### src/rtl/sd_regif_pkg.sv
package sd_regif_pkg;

  localparam int RES_W   = 24;
  localparam int FRAME_W = 32;
  localparam int CNT_W   = 6;
  localparam int ADDR_W  = 3;

  localparam logic [ADDR_W-1:0] A_STAT  = 3'd0;
  localparam logic [ADDR_W-1:0] A_MODE  = 3'd1;
  localparam logic [ADDR_W-1:0] A_CONF  = 3'd2;
  localparam logic [ADDR_W-1:0] A_DATA  = 3'd3;
  localparam logic [ADDR_W-1:0] A_IDENT = 3'd4;
  localparam logic [ADDR_W-1:0] A_GPO   = 3'd5;
  localparam logic [ADDR_W-1:0] A_OFFS  = 3'd6;
  localparam logic [ADDR_W-1:0] A_FSCL  = 3'd7;

  typedef enum logic [1:0] {PH_CMD, PH_WR, PH_RD} phase_e;

  // Bit length of the data phase that follows a command
  function automatic logic [CNT_W-1:0] frame_len(input logic [ADDR_W-1:0] a,
                                                 input logic rd,
                                                 input logic app);
    logic [CNT_W-1:0] n;
    case (a)
      A_STAT, A_IDENT, A_GPO: n = CNT_W'(8);
      A_DATA:                 n = (rd && app) ? CNT_W'(32) : CNT_W'(24);
      default:                n = CNT_W'(24);
    endcase
    return n;
  endfunction

endpackage

### src/rtl/sd_edge_sync.sv
module sd_edge_sync #(
  parameter int STAGES  = 2,
  parameter bit RST_VAL = 1'b0
) (
  input  logic clk,
  input  logic rst_n,
  input  logic d,
  output logic q
);
  logic [STAGES-1:0] chain_q;
  logic [STAGES-1:0] chain_n;

  generate
    if (STAGES > 1) begin : g_multi
      assign chain_n = {chain_q[STAGES-2:0], d};
    end else begin : g_single
      assign chain_n = d;
    end
  endgenerate

  always_ff @(posedge clk or negedge rst_n) begin
    if (!rst_n) chain_q <= {STAGES{RST_VAL}};
    else        chain_q <= chain_n;
  end

  assign q = chain_q[STAGES-1];
endmodule

### src/rtl/sd_ones_reset.sv
module sd_ones_reset #(
  parameter int RUN_LEN = 48
) (
  input  logic clk,
  input  logic rst_n,
  input  logic bit_stb,
  input  logic bit_val,
  input  logic clear,
  output logic hit
);
  localparam int RUN_W = $clog2(RUN_LEN + 1);
  localparam logic [RUN_W-1:0] RUN_LAST = RUN_W'(RUN_LEN - 1);

  logic [RUN_W-1:0] run_q, run_n;

  always_comb begin
    run_n = run_q;
    hit   = 1'b0;
    if (clear) begin
      run_n = '0;
    end else if (bit_stb) begin
      if (!bit_val) begin
        run_n = '0;
      end else if (run_q == RUN_LAST) begin
        run_n = '0;
        hit   = 1'b1;
      end else begin
        run_n = run_q + 1'b1;
      end
    end
  end

  always_ff @(posedge clk or negedge rst_n) begin
    if (!rst_n) run_q <= '0;
    else        run_q <= run_n;
  end


  run_bound_chk: assert property (@(posedge clk) disable iff (!rst_n)
    run_q <= RUN_LAST);


  run_clear_chk: assert property (@(posedge clk) disable iff (!rst_n)
    clear |=> run_q == '0);
endmodule

### src/rtl/sd_regbank.sv
module sd_regbank
  import sd_regif_pkg::*;
#(
  parameter logic [RES_W-1:0] MODE_RST = 24'h080060,
  parameter logic [RES_W-1:0] CONF_RST = 24'h000117,
  parameter logic [7:0]       GPO_RST  = 8'h00,
  parameter logic [RES_W-1:0] OFFS_RST = 24'h800000,
  parameter logic [RES_W-1:0] FSCL_RST = 24'h5A0000,
  parameter logic [3:0]       ID_UPPER = 4'h8,
  parameter logic [3:0]       DEV_CODE = 4'h4
) (
  input  logic               clk,
  input  logic               rst_n,
  input  logic               soft_rst,
  input  logic               we,
  input  logic [ADDR_W-1:0]  waddr,
  input  logic [RES_W-1:0]   wdata,
  input  logic [ADDR_W-1:0]  rd_sel,
  input  logic [RES_W-1:0]   result,
  input  logic               nrdy,
  input  logic               range_err,
  input  logic               ref_err,
  input  logic [2:0]         chan,
  output logic [RES_W-1:0]   mode,
  output logic [RES_W-1:0]   conf,
  output logic [7:0]         gpo,
  output logic [RES_W-1:0]   offs,
  output logic [RES_W-1:0]   fscl,
  output logic [FRAME_W-1:0] rd_frame
);
  localparam int PAR_EN_BIT = 13;

  logic [RES_W-1:0] mode_n, conf_n, offs_n, fscl_n;
  logic [7:0]       gpo_n;
  logic             en_mode, en_conf, en_gpo, en_offs, en_fscl;
  logic [7:0]       status;
  logic             par;

  assign en_mode = we && (waddr == A_MODE);
  assign en_conf = we && (waddr == A_CONF);
  assign en_gpo  = we && (waddr == A_GPO);
  assign en_offs = we && (waddr == A_OFFS);
  assign en_fscl = we && (waddr == A_FSCL);

  always_comb begin
    mode_n = mode;
    conf_n = conf;
    gpo_n  = gpo;
    offs_n = offs;
    fscl_n = fscl;
    if (soft_rst) begin
      mode_n = MODE_RST;
      conf_n = CONF_RST;
      gpo_n  = GPO_RST;
      offs_n = OFFS_RST;
      fscl_n = FSCL_RST;
    end else begin
      if (en_mode) mode_n = wdata;
      if (en_conf) conf_n = wdata;
      if (en_gpo)  gpo_n  = wdata[7:0];
      if (en_offs) offs_n = wdata;
      if (en_fscl) fscl_n = wdata;
    end
  end

  always_ff @(posedge clk or negedge rst_n) begin
    if (!rst_n) begin
      mode <= MODE_RST;
      conf <= CONF_RST;
      gpo  <= GPO_RST;
      offs <= OFFS_RST;
      fscl <= FSCL_RST;
    end else begin
      mode <= mode_n;
      conf <= conf_n;
      gpo  <= gpo_n;
      offs <= offs_n;
      fscl <= fscl_n;
    end
  end

  assign par    = mode[PAR_EN_BIT] & (^result);
  assign status = {nrdy, range_err, ref_err, par, 1'b0, chan};

  always_comb begin
    case (rd_sel)
      A_STAT:  rd_frame = {status, 24'h0};
      A_MODE:  rd_frame = {mode, 8'h0};
      A_CONF:  rd_frame = {conf, 8'h0};
      A_DATA:  rd_frame = {result, status};
      A_IDENT: rd_frame = {ID_UPPER, DEV_CODE, 24'h0};
      A_GPO:   rd_frame = {gpo, 24'h0};
      A_OFFS:  rd_frame = {offs, 8'h0};
      default: rd_frame = {fscl, 8'h0};
    endcase
  end


  ro_write_chk: assert property (@(posedge clk) disable iff (!rst_n)
    (we && !soft_rst && (waddr == A_STAT || waddr == A_DATA || waddr == A_IDENT))
    |=> ($stable(mode) && $stable(conf) && $stable(gpo) && $stable(offs) && $stable(fscl)));


  mode_write_chk: assert property (@(posedge clk) disable iff (!rst_n)
    (we && !soft_rst && waddr == A_MODE) |=> mode == $past(wdata));


  soft_default_chk: assert property (@(posedge clk) disable iff (!rst_n)
    soft_rst |=> (mode == MODE_RST && conf == CONF_RST && gpo == GPO_RST
                  && offs == OFFS_RST && fscl == FSCL_RST));
endmodule

### src/rtl/sd_serial_regif.sv
module sd_serial_regif
  import sd_regif_pkg::*;
#(
  parameter int               RESET_ONES  = 48,
  parameter int               SYNC_STAGES = 2,
  parameter logic [RES_W-1:0] MODE_RST    = 24'h080060,
  parameter logic [RES_W-1:0] CONF_RST    = 24'h000117,
  parameter logic [7:0]       GPO_RST     = 8'h00,
  parameter logic [RES_W-1:0] OFFS_RST    = 24'h800000,
  parameter logic [RES_W-1:0] FSCL_RST    = 24'h5A0000,
  parameter logic [3:0]       ID_UPPER    = 4'h8,
  parameter logic [3:0]       DEV_CODE    = 4'h4
) (
  input  logic        clk,
  input  logic        rst_n,
  input  logic        sck_i,
  input  logic        cs_n_i,
  input  logic        mosi_i,
  output logic        miso_o,
  input  logic [23:0] result_i,
  input  logic        result_stb_i,
  input  logic        range_err_i,
  input  logic        ref_err_i,
  input  logic [2:0]  chan_i,
  output logic [23:0] mode_o,
  output logic [23:0] conf_o,
  output logic [7:0]  gpo_o,
  output logic [23:0] offset_o,
  output logic [23:0] fscale_o,
  output logic        cont_rd_o
);
  localparam int APPEND_BIT = 20;
  localparam int CMD_KEEP   = 6;
  localparam logic [CNT_W-1:0] CMD_LAST = CNT_W'(7);

  logic rst_ns;
  logic sck_s, cs_n_s, mosi_s, sck_d;
  logic sck_rise, soft_rst;

  // synchronous release of the asynchronous reset
  sd_edge_sync #(.STAGES(SYNC_STAGES), .RST_VAL(1'b0)) u_rst_sync (
    .clk(clk), .rst_n(rst_n), .d(1'b1), .q(rst_ns));

  sd_edge_sync #(.STAGES(SYNC_STAGES), .RST_VAL(1'b1)) u_sck_sync (
    .clk(clk), .rst_n(rst_ns), .d(sck_i), .q(sck_s));
  sd_edge_sync #(.STAGES(SYNC_STAGES), .RST_VAL(1'b1)) u_cs_sync (
    .clk(clk), .rst_n(rst_ns), .d(cs_n_i), .q(cs_n_s));
  sd_edge_sync #(.STAGES(SYNC_STAGES), .RST_VAL(1'b0)) u_mosi_sync (
    .clk(clk), .rst_n(rst_ns), .d(mosi_i), .q(mosi_s));

  always_ff @(posedge clk or negedge rst_ns) begin
    if (!rst_ns) sck_d <= 1'b1;
    else         sck_d <= sck_s;
  end

  assign sck_rise = sck_s & ~sck_d & ~cs_n_s;

  sd_ones_reset #(.RUN_LEN(RESET_ONES)) u_ones (
    .clk(clk), .rst_n(rst_ns), .bit_stb(sck_rise), .bit_val(mosi_s),
    .clear(cs_n_s), .hit(soft_rst));

  phase_e             phase_q, phase_n;
  logic [CNT_W-1:0]   cnt_q, cnt_n, len_q, len_n;
  logic [ADDR_W-1:0]  addr_q, addr_n;
  logic [CMD_KEEP-1:0] cmd_q, cmd_n;
  logic [RES_W-2:0]   win_q, win_n;
  logic [FRAME_W-1:0] sh_q, sh_n;
  logic               cread_q, cread_n, nrdy_q, nrdy_n;
  logic               we, nrdy_eff;
  logic [ADDR_W-1:0]  rd_sel;
  logic [FRAME_W-1:0] rd_frame;
  logic [RES_W-1:0]   mode_w, wdata;

  // kept command fields: [5]=bit7 [4]=bit6 [3:1]=addr [0]=bit2
  logic               c_inval, c_rd, c_cont;
  logic [ADDR_W-1:0]  c_addr;
  assign c_inval = cmd_q[5];
  assign c_rd    = cmd_q[4];
  assign c_addr  = cmd_q[3:1];
  assign c_cont  = cmd_q[0];

  assign nrdy_eff = nrdy_q & ~result_stb_i;
  assign rd_sel   = cread_q ? A_DATA : c_addr;
  assign wdata    = {win_q, mosi_s};

  sd_regbank #(
    .MODE_RST(MODE_RST), .CONF_RST(CONF_RST), .GPO_RST(GPO_RST),
    .OFFS_RST(OFFS_RST), .FSCL_RST(FSCL_RST),
    .ID_UPPER(ID_UPPER), .DEV_CODE(DEV_CODE)
  ) u_bank (
    .clk(clk), .rst_n(rst_ns), .soft_rst(soft_rst),
    .we(we), .waddr(addr_q), .wdata(wdata), .rd_sel(rd_sel),
    .result(result_i), .nrdy(nrdy_eff), .range_err(range_err_i),
    .ref_err(ref_err_i), .chan(chan_i),
    .mode(mode_w), .conf(conf_o), .gpo(gpo_o), .offs(offset_o),
    .fscl(fscale_o), .rd_frame(rd_frame));

  always_comb begin
    phase_n = phase_q;
    cnt_n   = cnt_q;
    len_n   = len_q;
    addr_n  = addr_q;
    cmd_n   = cmd_q;
    win_n   = win_q;
    sh_n    = sh_q;
    cread_n = cread_q;
    nrdy_n  = nrdy_q;
    we      = 1'b0;
    if (cs_n_s) begin
      phase_n = PH_CMD;
      cnt_n   = '0;
    end else begin
      case (phase_q)
        PH_CMD: begin
          if (cread_q && cnt_q == '0 && result_stb_i) begin
            phase_n = PH_RD;
            cnt_n   = '0;
            addr_n  = A_DATA;
            len_n   = frame_len(A_DATA, 1'b1, mode_w[APPEND_BIT]);
            sh_n    = rd_frame;
          end else if (sck_rise) begin
            if (cnt_q < CNT_W'(CMD_KEEP)) cmd_n = {cmd_q[CMD_KEEP-2:0], mosi_s};
            cnt_n = cnt_q + 1'b1;
            if (cnt_q == CMD_LAST) begin
              cnt_n = '0;
              if (!c_inval) begin
                if (cread_q) begin
                  if (c_rd && c_addr == A_DATA && !c_cont) begin
                    cread_n = 1'b0;
                    phase_n = PH_RD;
                    addr_n  = A_DATA;
                    len_n   = frame_len(A_DATA, 1'b1, mode_w[APPEND_BIT]);
                    sh_n    = rd_frame;
                  end
                end else if (c_rd) begin
                  if (c_addr == A_DATA && c_cont) begin
                    cread_n = 1'b1;
                  end else begin
                    phase_n = PH_RD;
                    addr_n  = c_addr;
                    len_n   = frame_len(c_addr, 1'b1, mode_w[APPEND_BIT]);
                    sh_n    = rd_frame;
                  end
                end else if (c_addr != A_STAT) begin
                  phase_n = PH_WR;
                  addr_n  = c_addr;
                  len_n   = frame_len(c_addr, 1'b0, 1'b0);
                end
              end
            end
          end
        end
        PH_RD: begin
          if (sck_rise) begin
            sh_n  = {sh_q[FRAME_W-2:0], 1'b0};
            cnt_n = cnt_q + 1'b1;
            if (cnt_q == len_q - 1'b1) begin
              phase_n = PH_CMD;
              cnt_n   = '0;
              if (addr_q == A_DATA) nrdy_n = 1'b1;
            end
          end
        end
        default: begin
          if (sck_rise) begin
            win_n = {win_q[RES_W-3:0], mosi_s};
            cnt_n = cnt_q + 1'b1;
            if (cnt_q == len_q - 1'b1) begin
              we      = 1'b1;
              phase_n = PH_CMD;
              cnt_n   = '0;
            end
          end
        end
      endcase
    end
    if (result_stb_i) nrdy_n = 1'b0;
  end

  always_ff @(posedge clk or negedge rst_ns) begin
    if (!rst_ns) begin
      phase_q <= PH_CMD;
      cnt_q   <= '0;
      len_q   <= '0;
      addr_q  <= '0;
      cmd_q   <= '0;
      win_q   <= '0;
      sh_q    <= '0;
      cread_q <= 1'b0;
      nrdy_q  <= 1'b1;
    end else if (soft_rst) begin
      phase_q <= PH_CMD;
      cnt_q   <= '0;
      len_q   <= '0;
      addr_q  <= '0;
      cmd_q   <= '0;
      win_q   <= '0;
      sh_q    <= '0;
      cread_q <= 1'b0;
      nrdy_q  <= 1'b1;
    end else begin
      phase_q <= phase_n;
      cnt_q   <= cnt_n;
      len_q   <= len_n;
      addr_q  <= addr_n;
      cmd_q   <= cmd_n;
      win_q   <= win_n;
      sh_q    <= sh_n;
      cread_q <= cread_n;
      nrdy_q  <= nrdy_n;
    end
  end

  assign miso_o    = cs_n_s ? 1'b1 : ((phase_q == PH_RD) ? sh_q[FRAME_W-1] : nrdy_q);
  assign mode_o    = mode_w;
  assign cont_rd_o = cread_q;


  bit_bound_chk: assert property (@(posedge clk) disable iff (!rst_ns)
    (phase_q != PH_CMD) |-> (cnt_q < len_q));


  data_len_chk: assert property (@(posedge clk) disable iff (!rst_ns)
    (phase_q == PH_RD && addr_q == A_DATA)
    |-> (len_q == (mode_w[APPEND_BIT] ? CNT_W'(32) : CNT_W'(24))));


  cread_entry_chk: assert property (@(posedge clk) disable iff (!rst_ns)
    $rose(cread_q) |-> (phase_q == PH_CMD && cnt_q == '0));


  ready_clear_chk: assert property (@(posedge clk) disable iff (!rst_ns)
    (result_stb_i && !soft_rst) |=> !nrdy_q);


  cs_abort_chk: assert property (@(posedge clk) disable iff (!rst_ns)
    cs_n_s |=> (phase_q == PH_CMD && cnt_q == '0));
endmodule

### config.mk
export PLATFORM = sky130hd
export DESIGN_NAME = sd_serial_regif
export DESIGN_NICKNAME = d
export VERILOG_FILES = /design/src/rtl/sd_regif_pkg.sv /design/src/rtl/sd_edge_sync.sv /design/src/rtl/sd_ones_reset.sv /design/src/rtl/sd_regbank.sv /design/src/rtl/sd_serial_regif.sv
export SDC_FILE = /design/constraint.sdc
export NUM_CORES = 1
export LEC_CHECK = 0
export BUFFER_PORTS_ARGS = -buffer_cell sky130_fd_sc_hd__buf_4
export CORE_AREA = 8 8 162 164
export DETAILED_ROUTE_END_ITERATION = 7
export DIE_AREA = 0 0 170 172
export GPL_ROUTABILITY_DRIVEN = 1
export PLACE_DENSITY = 0.73
export SYNTH_ARGS = -nofsm -noshare
export SYNTH_HDL_FRONTEND = slang
export SYNTH_HIERARCHICAL = 1
export SYNTH_SLANG_ARGS = --single-unit
### constraint.sdc
create_clock -name clk -period 7.65 [get_ports clk]
set_clock_uncertainty 0.2 [all_clocks]
set_input_delay 0.765 -clock clk [delete_from_list [all_inputs] [get_ports clk]]
set_output_delay 0.765 -clock clk [all_outputs]
set_load 0.005 [all_outputs]
# Yosys cells after proc, flatten, opt, wreduce, memory -nomap -nowiden
# Cells that the tools add are included.
[op_classes] addsub=3 n_lt_le_gt_ge=1 n_eq_ne=39 n_mux=115 n_bitwise=7 reduce_logical=48
[ops] operator="2-to-1 mux 32 bit" n=11
[ops] operator="one-hot mux 32 bit (7 select lines)" n=1
[ops] operator="2-to-1 mux 24 bit" n=8
[ops] operator="2-to-1 mux 6 bit" n=31
[ops] operator="2-to-1 mux 23 bit" n=4
[ops] operator="one-hot mux 32 bit (2 select lines)" n=1
[ops] operator="2-to-1 mux 3 bit" n=13
[ops] operator="2-to-1 mux 1 bit" n=28
[ops] operator="2-to-1 mux 2 bit" n=14
[ops] operator="== test 3 bit, second input constant" n=8
[ops] operator="nonzero test 3 bit" n=8
[ops] operator="XOR reduction 24 bit" n=1
[ops] operator="inequality test 5 bit, second input constant" n=4
[ops] operator="nonzero test 2 bit" n=10
[ops] operator="2-to-1 mux 8 bit" n=2
[ops] operator="AND reduction 8 bit" n=2
[ops] operator="== test 3 x 2 -> 1 bit, second input constant" n=5
[ops] operator="inequality test 7 x 6 -> 1 bit, second input constant" n=2
[ops] operator="adder 6 x 1 -> 6 bit, second input constant" n=2
[ops] operator="inequality test 4 bit, second input constant" n=3
[ops] operator="one-hot mux 6 bit (2 select lines)" n=1
[ops] operator="nonzero test 4 bit" n=3
[ops] operator="logical AND 1 bit" n=10
[ops] operator="inequality test 5 x 4 -> 1 bit, second input constant" n=2
[ops] operator="other kinds (28)" n=39
[totals] ff_bits=199 out_inout_bits=106

# Longest topological paths before layout
# Gate-level depths: netlist of the first run.
[depth] depth_word=13 ltp_mapped=13 mapped_depth_nobuf=10

# By module
# The synthesis of the first run kept the hierarchy.
[modules_own_cells] mod="sd_regbank" instances=1 cells_each=647 area_per_inst_um2=5542.8
[modules_own_cells] mod="sd_serial_regif" instances=1 cells_each=442 area_per_inst_um2=4276.6
[modules_own_cells] mod="sd_ones_reset" instances=1 cells_each=42 area_per_inst_um2=392.9
[modules_own_cells] mod="sd_edge_sync (u_cs_sync ...)" instances=2 cells_each=2 area_per_inst_um2=52.6
[modules_own_cells] mod="sd_edge_sync (u_mosi_sync ...)" instances=2 cells_each=2 area_per_inst_um2=50.0

# Worst setup path after synthesis of the first run
# OpenSTA, ideal clock, no wires.
[synth_timing] kind="reg2reg" from="reg u_sck_sync.chain_q[1]" to="reg sh_q[10]" setup_ps=125 arrival_ps=2714 required_ps=7325 path_slack_ps=4611 path_stages_with_launch=10 n_path_buf=1 synth_period_minus_slack_ps=3039 path_cell_list="dfstp_2 > nor3b_4 > nand2_1 > nor4_1 > inv_1 > o21ai_1 > nor2_1 > a22oi_4 > buf_12 > mux2_4"
[synth_via] elab_chain_len=6 word_cells_on_any_way=15 cone_classes="eq/ne (8); mux (3); bitwise (2); reduce/logical (2)"
[synth_lines] element="start, declared" line_no="sd_edge_sync.sv:10" text="logic [STAGES-1:0] chain_q;"
[synth_lines] element="start signal, assigned" line_no="sd_edge_sync.sv:22" text="if (!rst_n) chain_q <= {STAGES{RST_VAL}};"
[synth_lines] element="start signal, assigned" line_no="sd_edge_sync.sv:23" text="else chain_q <= chain_n;"
[synth_lines] element="bitwise AND 1 bit * (2 in series)" line_no="sd_serial_regif.sv:56" text="assign sck_rise = sck_s & ~sck_d & ~cs_n_s;"
[synth_lines] element="via sck_rise" line_no="sd_serial_regif.sv:38" text="logic sck_rise, soft_rst;"
[synth_lines] element="2-to-1 mux 1 bit *" line_no="sd_ones_reset.sv:21" text="end else if (bit_stb) begin"
[synth_lines] element="2-to-1 mux 1 bit *" line_no="sd_ones_reset.sv:19" text="if (clear) begin"
[synth_lines] element="via soft_rst" line_no="sd_serial_regif.sv:38"
[synth_lines] element="inequality test 5 bit (no source line), or another cell as far along"
[synth_lines] element="AND reduction 9 bit (no source line)"
[synth_lines] element="end signal, assigned" line_no="sd_serial_regif.sv:208" text="sh_q <= sh_n;"
[synth_lines] element="end, declared" line_no="sd_serial_regif.sv:67" text="logic [FRAME_W-1:0] sh_q, sh_n;"
# Mark *: on every way through the listed nets, which the timed path passes. The rest lies on a longest branch.
# A chain may end at the register's enable or synchronous reset.

# Final worst setup path of the first run
[layout_timing] from="reg u_sck_sync.chain_q[1]" to="reg phase_q[1]"
[layout_via] elab_chain_len=6 word_cells_on_any_way=14 cone_classes="eq/ne (5); mux (3); bitwise (2); reduce/logical (4)"
[layout_lines] element="bitwise AND 1 bit * (2 in series)" line_no="sd_serial_regif.sv:56"
[layout_lines] element="via sck_rise" line_no="sd_serial_regif.sv:38"
[layout_lines] element="2-to-1 mux 1 bit *" line_no="sd_ones_reset.sv:21"
[layout_lines] element="2-to-1 mux 1 bit *" line_no="sd_ones_reset.sv:19"
[layout_lines] element="via soft_rst" line_no="sd_serial_regif.sv:38"
[layout_lines] element="inequality test 7 x 6 -> 1 bit (no source line), or another cell as far along"
[layout_lines] element="AND reduction 8 bit (no source line)"
[layout_lines] element="end signal, assigned" line_no="sd_serial_regif.sv:202" text="phase_q <= phase_n;"
[layout_lines] element="end, declared" line_no="sd_serial_regif.sv:62" text="phase_e phase_q, phase_n;"
# Marked as above.

==> summary.md, run 1 <==
| Metric | Value |
|---|---|
| Ys async rst share | `100%` |
| Final Max Slew Viols | `0` |
| Post-DRT Antenna Nets | `0` |
| Die span in x | `170 microns` |
| Post-DP HPWL | `22500 microns` |
| Internal power | `1850 uW` |
| PortBufs | `140` |
| Most common cell in the synthesized netlist | `nand2_1` |
| Netlist cell types | `74` |
| Ys flop type | `dfrtp_1` |
| Yosys warns | `6` |
| Area leader, netlist | `dfrtp_1` |
| Worst IR Drop VDD | `0.201 mV` |
| WP data required | `7780 ps` |
| WS Path Type | `reg2reg` |
| Comb pwr share | `24.3%` |
| Clock transition at path regs | `80 ps` |
| Total CTS buffers | `17` |
| Part of the power in registers | `42.2%` |
| P_leak | `0.00541 uW` |
| Crit path arrival time | `4240 ps` |
| Netlist Area Pre-Place | `10400 sq um` |
| Post-CTS Repair Setup Buffers | `0` |
| Total negative setup slack | `0 ps` |
| EDFF count, synth | `0` |
| Clock Path Buffers | `2` |
| Crit Reg-Reg Endpoint | `phase_q[1]$_DFFE_PN0P_` |
| 1st-iter DRT viols | `981` |
| Synth top area share | `42.5%` |
| Post-cts hold buffer count | `1` |
| WL met1 | `13400 microns` |
| Status | `finished clean` |
| Max frequency | `243 MHz` |
| Layout net count | `1277` |
| Post-route minimum period | `4110 ps` |
| Height of the die | `172 microns` |
| CP max FO | `94` |
| #FFs+latches synth | `196` |
| Hold path endpoint | `u_mosi_sync/chain_q[1]$_DFF_PN0_` |
| IO Count | `141` |
| Crit path setup slack, layout | `3540 ps` |
| Post-synthesis area per instance | `9.15 sq um` |
| Top layer in use | `met4` |
| GPL Wtd Cong | `0.871` |
| Initial antenna violation count | `0` |
| Root Buffer | `clkbuf_16` |
| Max-Slew Margin vs Limit | `19.6%` |
| Metal3 WL | `2880 microns` |
| NetSw | `1000 uW` |
| Area delta synth->final | `17.8%` |
| Unrepaired setup endpoints after global routing | `no` |
| Post-Synthesis Cells | `1139` |
| H-Tree Depth | `4` |
| Largest net degree at the start of global routing | `95` |
| Final cycle utilization of the critical path | `53.7%` |
| Wirelength, routed | `32800 microns` |
| Max-cap viol count | `0` |
| Final setup viols | `0` |
| Post-CTS sizing | `0` |
| Vias in the first global route | `8850` |
| Largest cells by area after synthesis | `dfrtp_1 43%, nand2_1 13%, a21oi_1 7.5%` |
| Mapped Nets | `1178` |
| TritonRoute pass-1 iters | `5` |
| CTS tree | `yes` |
| Pwr Density | `233 nW/um^2` |
| WHS Path Cells | `0` |
| CTS Sinks | `196` |
| Share of cells above drive strength 1 | `22.8%` |
| # rows | `57` |
| Seq/Total Area, Yosys | `47.3%` |
| Hold Vio Cnt, Final | `0` |
| Antenna diodes | `0` |
| Via density | `5.78` |
| Die Area | `29200 sq um` |
| Drt drc | `0` |
| Clock power share | `33.6%` |
| Worst setup EP type | `register` |
| Post-place setup slack | `3550 ps` |
| Startpoint types | `register` |
| Initial core utilization | `43.7%` |
| Worst-Margin Slew | `1200 ps` |
| Total congestion overflow | `0` |
| Core ar. | `23800 sq um` |
| R2R setup slack | `3540 ps` |
| Commonest cells in the synthesized netlist | `354 x nand2_1, 177 x dfrtp_1, 157 x a21oi_1` |
| Hold_sp | `u_mosi_sync/chain_q[0]$_DFF_PN0_` |
| Via count | `9102` |
| Gr usage total | `22.3%` |
| Post-DR wirelength/cell | `20.8 microns` |
| Tightest Hold Check Type | `reg2reg` |
| Reg2Reg Launch Point | `u_sck_sync/chain_q[1]$_DFF_PN1_` |
| Sw Share | `35.2%` |
| Clock Latency Late Sink | `460 ps` |
| Global-route wire length before repair | `50300 microns` |
| R2R cell count | `9` |
| Met2 wire len | `15300 microns` |
## stage by stage
step                      cell area (sq um)  total power [uW]  hold slack (ps)  std cells  util [%]
after floorplan                       10400              1730              131       1139         -
after global placement                11600              1890              136       1542      48.7
after detailed placement              11600              1900              139       1542      48.7
after CTS                             12300              2850              158       1575      51.5
after global routing                  12300              2970              171       1575      51.5
final                                 12300              2860              158       1575      51.5
## worst max path at each step
stage	from	to	slack, ps	cells after the start
2_1_floorplan	u_rst_sync/chain_q[1]$_DFF_PN0_	addr_q[0]$_DFFE_PN0P_	1620	0
3_3_place_gp	u_sck_sync/chain_q[1]$_DFF_PN1_	cnt_q[5]$_DFFE_PN0P_	3700	10
3_5_place_dp	u_sck_sync/chain_q[1]$_DFF_PN1_	cnt_q[5]$_DFFE_PN0P_	3550	10
4_1_cts	u_sck_sync/chain_q[1]$_DFF_PN1_	cnt_q[5]$_DFFE_PN0P_	3540	10
5_1_grt	u_sck_sync/chain_q[1]$_DFF_PN1_	cnt_q[5]$_DFFE_PN0P_	3180	10
6_report	u_sck_sync/chain_q[1]$_DFF_PN1_	phase_q[1]$_DFFE_PN0P_	3540	9
## metal layers
metal,vias to the layer above,global-route usage [%]
met5,-,0
met3,77,5.62
met1,4524,29.1
met4,0,10.1
met2,416,34.6
li1,4085,-
## layout make-up
class / instances / area (sq um)
clock buffers: 17 / 425
repair buffers: 157 / 1180
multi-input cells: 851 / 5040
clock inverters: 15 / 233
inverters: 15 / 56.3
well taps: 324 / 405
flip-flops and latches: 196 / 4930
fillers: 2201 / 11500
## worst max-delay path, stage by stage (launching register included)
cell	delay, ps
dfstp_2	540
nor3b_4	530
nand2_1	180
nor4_2	320
buf_4	820
nor2_1	250
nand2_1	210
o32ai_1	110
a311oi_1	420
mux2_2	400
## layout by cell type (no fill, tap or decap), drive strengths merged, types with 3 or more instances in the layout
cell type and n:
nand2 354, dfrtp 177, a21oi 158, buf 156
mux2 55, nor2 32, mux2i 29, o21ai 24
inv 21, xnor2 20, dfstp 19, nand3 19
a22oi 19, o22ai 18, nand3b 17, clkbuf 17
nor2b 11, nor3 10, clkinv 9, and2 8
nand2b 7, a221oi 5, nor3b 5, o2bb2ai 4
nand4 4, ha 4, o211ai 4, and4b 4
mux4 4, xor2 3, nor4 3
## power by group through the flow
stage | Clock, uW | Sequential (uW) | Combinational, uW
after detailed placement | 0 | 1220 | 681
after floorplan | 0 | 1190 | 537
after CTS | 970 | 1200 | 683
after global routing | 1010 | 1210 | 751
after global placement | 0 | 1220 | 670
final | 959 | 1200 | 694
## flip-flops by register name, indices dropped and copies added (netlist names), 2 cells and up
| name | count |
|---|---|
| addr_q | 3 |
| cmd_q | 6 |
| cnt_q | 6 |
| len_q | 3 |
| phase_q | 2 |
| sh_q | 32 |
| u_bank/conf | 24 |
| u_bank/fscl | 24 |
| u_bank/gpo | 8 |
| u_bank/mode | 24 |
| u_bank/offs | 24 |
| u_cs_sync/chain_q | 2 |
| u_mosi_sync/chain_q | 2 |
| u_ones/run_q | 6 |
| u_rst_sync/chain_q | 2 |
| u_sck_sync/chain_q | 2 |
| win_q | 23 |
## logic make-up after synthesis
group           synth area share [%]
simple gates                    20.7
compound gates                  13.8
buf+inv                         4.46
flops                           47.3
fa+ha+maj                      0.480
mux                             10.7
xor+xnor                        2.41
other cells                   0.0721
No activity file was read; power rests on OpenSTA's default activity.
==> inputs of run 2 (changes only) <==
ABC_AREA = 1   (was not set)
CORE_AREA = 8 8 163 165   (was 8 8 162 164)
DIE_AREA = 0 0 171 173   (was 0 0 170 172)
clock period = 4.1 ns   (was 7.65 ns; I/O delays follow)
==> summary.md, run 2 <==
| Metric | Value |
|---|---|
| Total Power | `5130 uW (+80%)` |
| Post-cts hold buffer count | `4 (+3)` |
| Initial core utilization | `44.3% (+0.57 points)` |
| Post-Synth Adder-Cell Area | `0.471% (-0.0090 points)` |
| R2R cell count | `9 (unchanged)` |
| NetSw | `1800 uW (+79%)` |
| Comb pwr share | `22.0% (-2.3 points)` |
| IO Count | `141 (unchanged)` |
| WP data required | `4220 ps (-3560 ps)` |
| Ys flop type | `dfrtp_1` |
| Initial antenna violation count | `0 (unchanged)` |
| PortBufs | `140 (unchanged)` |
| CP max FO | `25 (-73%)` |
| Share of synthesized area spent on multiplexers | `2.44% (-8.3 points)` |
| WS Path Type | `reg2reg` |
| Netlist cell types | `45 (-39%)` |
| Final setup viols | `0 (unchanged)` |
| Max-cap viol count | `0 (unchanged)` |
| Largest register by flop count | `sh_q` |
| Clock Latency Late Sink | `450 ps (about the same)` |
| Post-DR wirelength/cell | `18.6 microns (-11%)` |
| Layout net count | `1507 (+18%)` |
| P_leak | `0.00621 uW (+15%)` |
| Grt met3 use | `4.81% (-0.81 points)` |
| Clock power share | `33.4% (-0.2 points)` |
| Seq/Total Area, Yosys | `46.4% (-0.89 points)` |
| Post-route minimum period | `3430 ps (-681 ps)` |
| Multi-input gate area | `4670 sq um (-7.4%)` |
| Largest net degree at the start of global routing | `75 (-21%)` |
| R2R setup slack | `670 ps (-2870 ps)` |
| Most frequent CP cell | `nand2_1` |
| Gr usage total | `22.8% (+0.54 points)` |
| EDFF count, synth | `0 (unchanged)` |
| # fillers | `2276 (+3.4%)` |
| Met1 Usage GRT | `29.4% (+0.27 points)` |
| Global-route wire length before repair | `53400 microns (+6.0%)` |
| Worst setup EP type | `register` |
| Antenna diodes | `0 (unchanged)` |
| Ys async rst share | `100% (unchanged)` |
| Most common cell in the synthesized netlist | `nand2_1` |
| Fraction of synthesized cell area in xor and xnor cells | `1.40% (-1.0 points)` |
| Clock Path Buffers | `2 (unchanged)` |
| Fin util | `52.4% (+0.89 points)` |
| Met2 usage | `35.9% (+1.3 points)` |
| Area leader, netlist | `dfrtp_1` |
| Largest cells by area after synthesis | `dfrtp_1 42%, nand2_1 13%, inv_1 5.9%` |
| Synth Area in Simple Gates | `26.9% (+6.2 points)` |
| Core ar. | `24000 sq um (+0.60%)` |
| Final Max Slew Viols | `0 (unchanged)` |
| Root Buffer | `clkbuf_16` |
| Post-Synthesis Cells | `1343 (+18%)` |
| Max-Slew Margin vs Limit | `27.8% (+8.2 points)` |
| Post-CTS sizing | `0 (unchanged)` |
| TritonRoute pass-1 iters | `5 (unchanged)` |
| Clock transition at path regs | `80 ps (about the same)` |
| Via density | `5.53 (-4.3%)` |
| Post-CTS Repair Setup Buffers | `0 (unchanged)` |
| Sw Share | `35.0% (-0.17 points)` |
| Tightest Hold Check Type | `in2reg` |
| Worst IR Drop VDD | `0.312 mV (+55%)` |
| Total CTS buffers | `17 (unchanged)` |
| CP Cell Sequence | `nand2_1, nor2_2, nand2_1, nor2_1, nand2_1, inv_1, nand3_1, nand2_2, mux2_2` |
| Die span in x | `171 microns (+0.59%)` |
| Commonest non-fill, non-tap cell in the layout | `nand2_1` |
| #FFs+latches synth | `196 (unchanged)` |
| Worst-Margin Slew | `1080 ps (-127 ps)` |
| Synth top area share | `41.7% (-0.80 points)` |
| WHS Path Cells | `4 (+4)` |
| CP max-delay cell | `nand2_2` |
| GPL Wtd Cong | `0.946 (+8.6%)` |
| Status | `finished clean` |
| Most used routing layer | `met2` |
| H-Tree Depth | `4 (unchanged)` |
| Cell area after layout | `12600 sq um (+2.3%)` |
| CTS tree | `yes` |
| Netlist Area Pre-Place | `10600 sq um (+1.9%)` |
| Hold Vio Cnt, Final | `0 (unchanged)` |
| Commonest cells in the synthesized netlist | `361 x nand2_1, 177 x dfrtp_1, 166 x inv_1` |
| Post-DP HPWL | `24500 microns (+8.8%)` |
| Total congestion overflow | `0 (unchanged)` |
| CTS Sinks | `196 (unchanged)` |
| Max reg flops | `32 (unchanged)` |
| Pwr Density | `409 nW/um^2 (+76%)` |
| Max incr delay on CP | `600 ps (-220 ps)` |
| Wirelength, routed | `33600 microns (+2.5%)` |
| Placed cell areas | `11900 sq um (+2.5%)` |
| Via count | `9987 (+9.7%)` |
| Synth Area in Compound Gates | `12.6% (-1.2 points)` |
| Mapped Nets | `1382 (+17%)` |
| Area delta synth->final | `18.3%` |
| Drt drc | `0 (unchanged)` |
| Yosys warns | `6 (unchanged)` |
| Max frequency | `292 MHz (+20%)` |
| # rows | `57 (unchanged)` |
| Die Area | `29600 sq um (+1.2%)` |
| Part of the power in registers | `44.5% (+2.3 points)` |
| Commonest cells after routing, fill and taps aside | `361 x nand2_1, 176 x dfrtp_1, 166 x inv_1` |
| Total negative setup slack | `0 ps (unchanged)` |
| Unrepaired setup endpoints after global routing | `no` |
| Crit path arrival time | `3550 ps (-690 ps)` |
| Main combinational cell family by area after synthesis | `simple AND/OR/NAND/NOR gates` |
| Startpoint types | `register` |
| Post-DRT Antenna Nets | `0 (unchanged)` |
| 1st-iter DRT viols | `940 (-4.2%)` |
| Vias in the first global route | `9691 (+9.5%)` |
| Height of the die | `173 microns (+0.58%)` |
| Internal power | `3340 uW (+80%)` |
| Post-synthesis area per instance | `7.91 sq um (-14%)` |
| Final cycle utilization of the critical path | `83.6% (+30 points)` |
| Reg area | `4930 sq um (unchanged)` |
| Share of cells above drive strength 1 | `21.3% (-1.5 points)` |
run 2: cell types whose count changed after synthesis, moves of 15 or more:
cell and delta:
mux2_4 -30, inv_2 +15, mux2i_1 -29, nand3b_1 -17
nand3_2 +33, nor2_1 +110, clkbuf_1 -35, a22oi_1 -16
a21oi_1 -132, nand3_1 +36, o21ai_0 +97, inv_1 +151
o22ai_1 +27
run 2: per-layer routing:
metal / vias up / share of wire, %
met5: - / 0
met3: 103 / 8.9
met4: 0 / 4.5
li1: 4565 / -
met1: 4775 / 40
met2: 544 / 47
run 2: cell type report:
class	count	share of cell area, %
tap	324	3.23
inverter	182	5.44
clock inverter	15	1.55
sequential	196	39.3
timing repair buffer	162	9.96
multi-input combinational	909	37.2
clock buffer	17	3.39
run 2: path summary, 6_finish.rpt:
| path | from | end |
|---|---|---|
| min in group asynchronous | rst_n | u_rst_sync/chain_q[1]$_DFF_PN0_ |
| worst min register to register | u_mosi_sync/chain_q[0]$_DFF_PN0_ | u_mosi_sync/chain_q[1]$_DFF_PN0_ |
| worst max-delay path | u_sck_sync/chain_q[1]$_DFF_PN1_ | u_bank/fscl[13]$_DFFE_PN0P_ |
| worst min-delay path | result_stb_i | nrdy_q$_DFFE_PN1P_ |
| worst max register to register | u_sck_sync/chain_q[1]$_DFF_PN1_ | u_bank/fscl[13]$_DFFE_PN0P_ |
| max in group asynchronous | u_rst_sync/chain_q[1]$_DFF_PN0_ | u_bank/mode[5]$_DFFE_PN1P_ |
run 2: cell families (layout without fill, tap and decap cells):
kind of cell	after synthesis	count (layout)
AND/OR/NAND/NOR	632	632
buffers and inverters	238	376
AO/OA/AOI/OAI	231	231
flip-flops	196	196
multiplexers	23	23
XOR/XNOR	17	17
adder cells (fa/ha/maj)	4	4
other	2	2
run 2: worst max-delay path, delay by kind of cell (launching register included):
family	cells	cell delay, ps
AND/OR/NAND/NOR	7	2040
flip-flops	1	560
multiplexers	1	410
buffers and inverters	1	90
run 2: power by group through the flow:
stage,Sequential [uW],Combinational [uW],Clock [uW]
after floorplan,2300,927,0
after global placement,2310,1100,0
after detailed placement,2320,1120,0
after CTS,2280,1130,1740
after global routing,2310,1280,1800
final,2290,1130,1720
run 2: metrics by stage:
stage,worst slack [ps],hold WS (ps),std cells
2_1_floorplan,687,-85.6,1343
3_3_place_gp,818,-7.36,1769
3_5_place_dp,837,-4.80,1769
4_1_cts,819,46.5,1805
5_1_grt,630,66.3,1805
6_report,671,62.7,1805
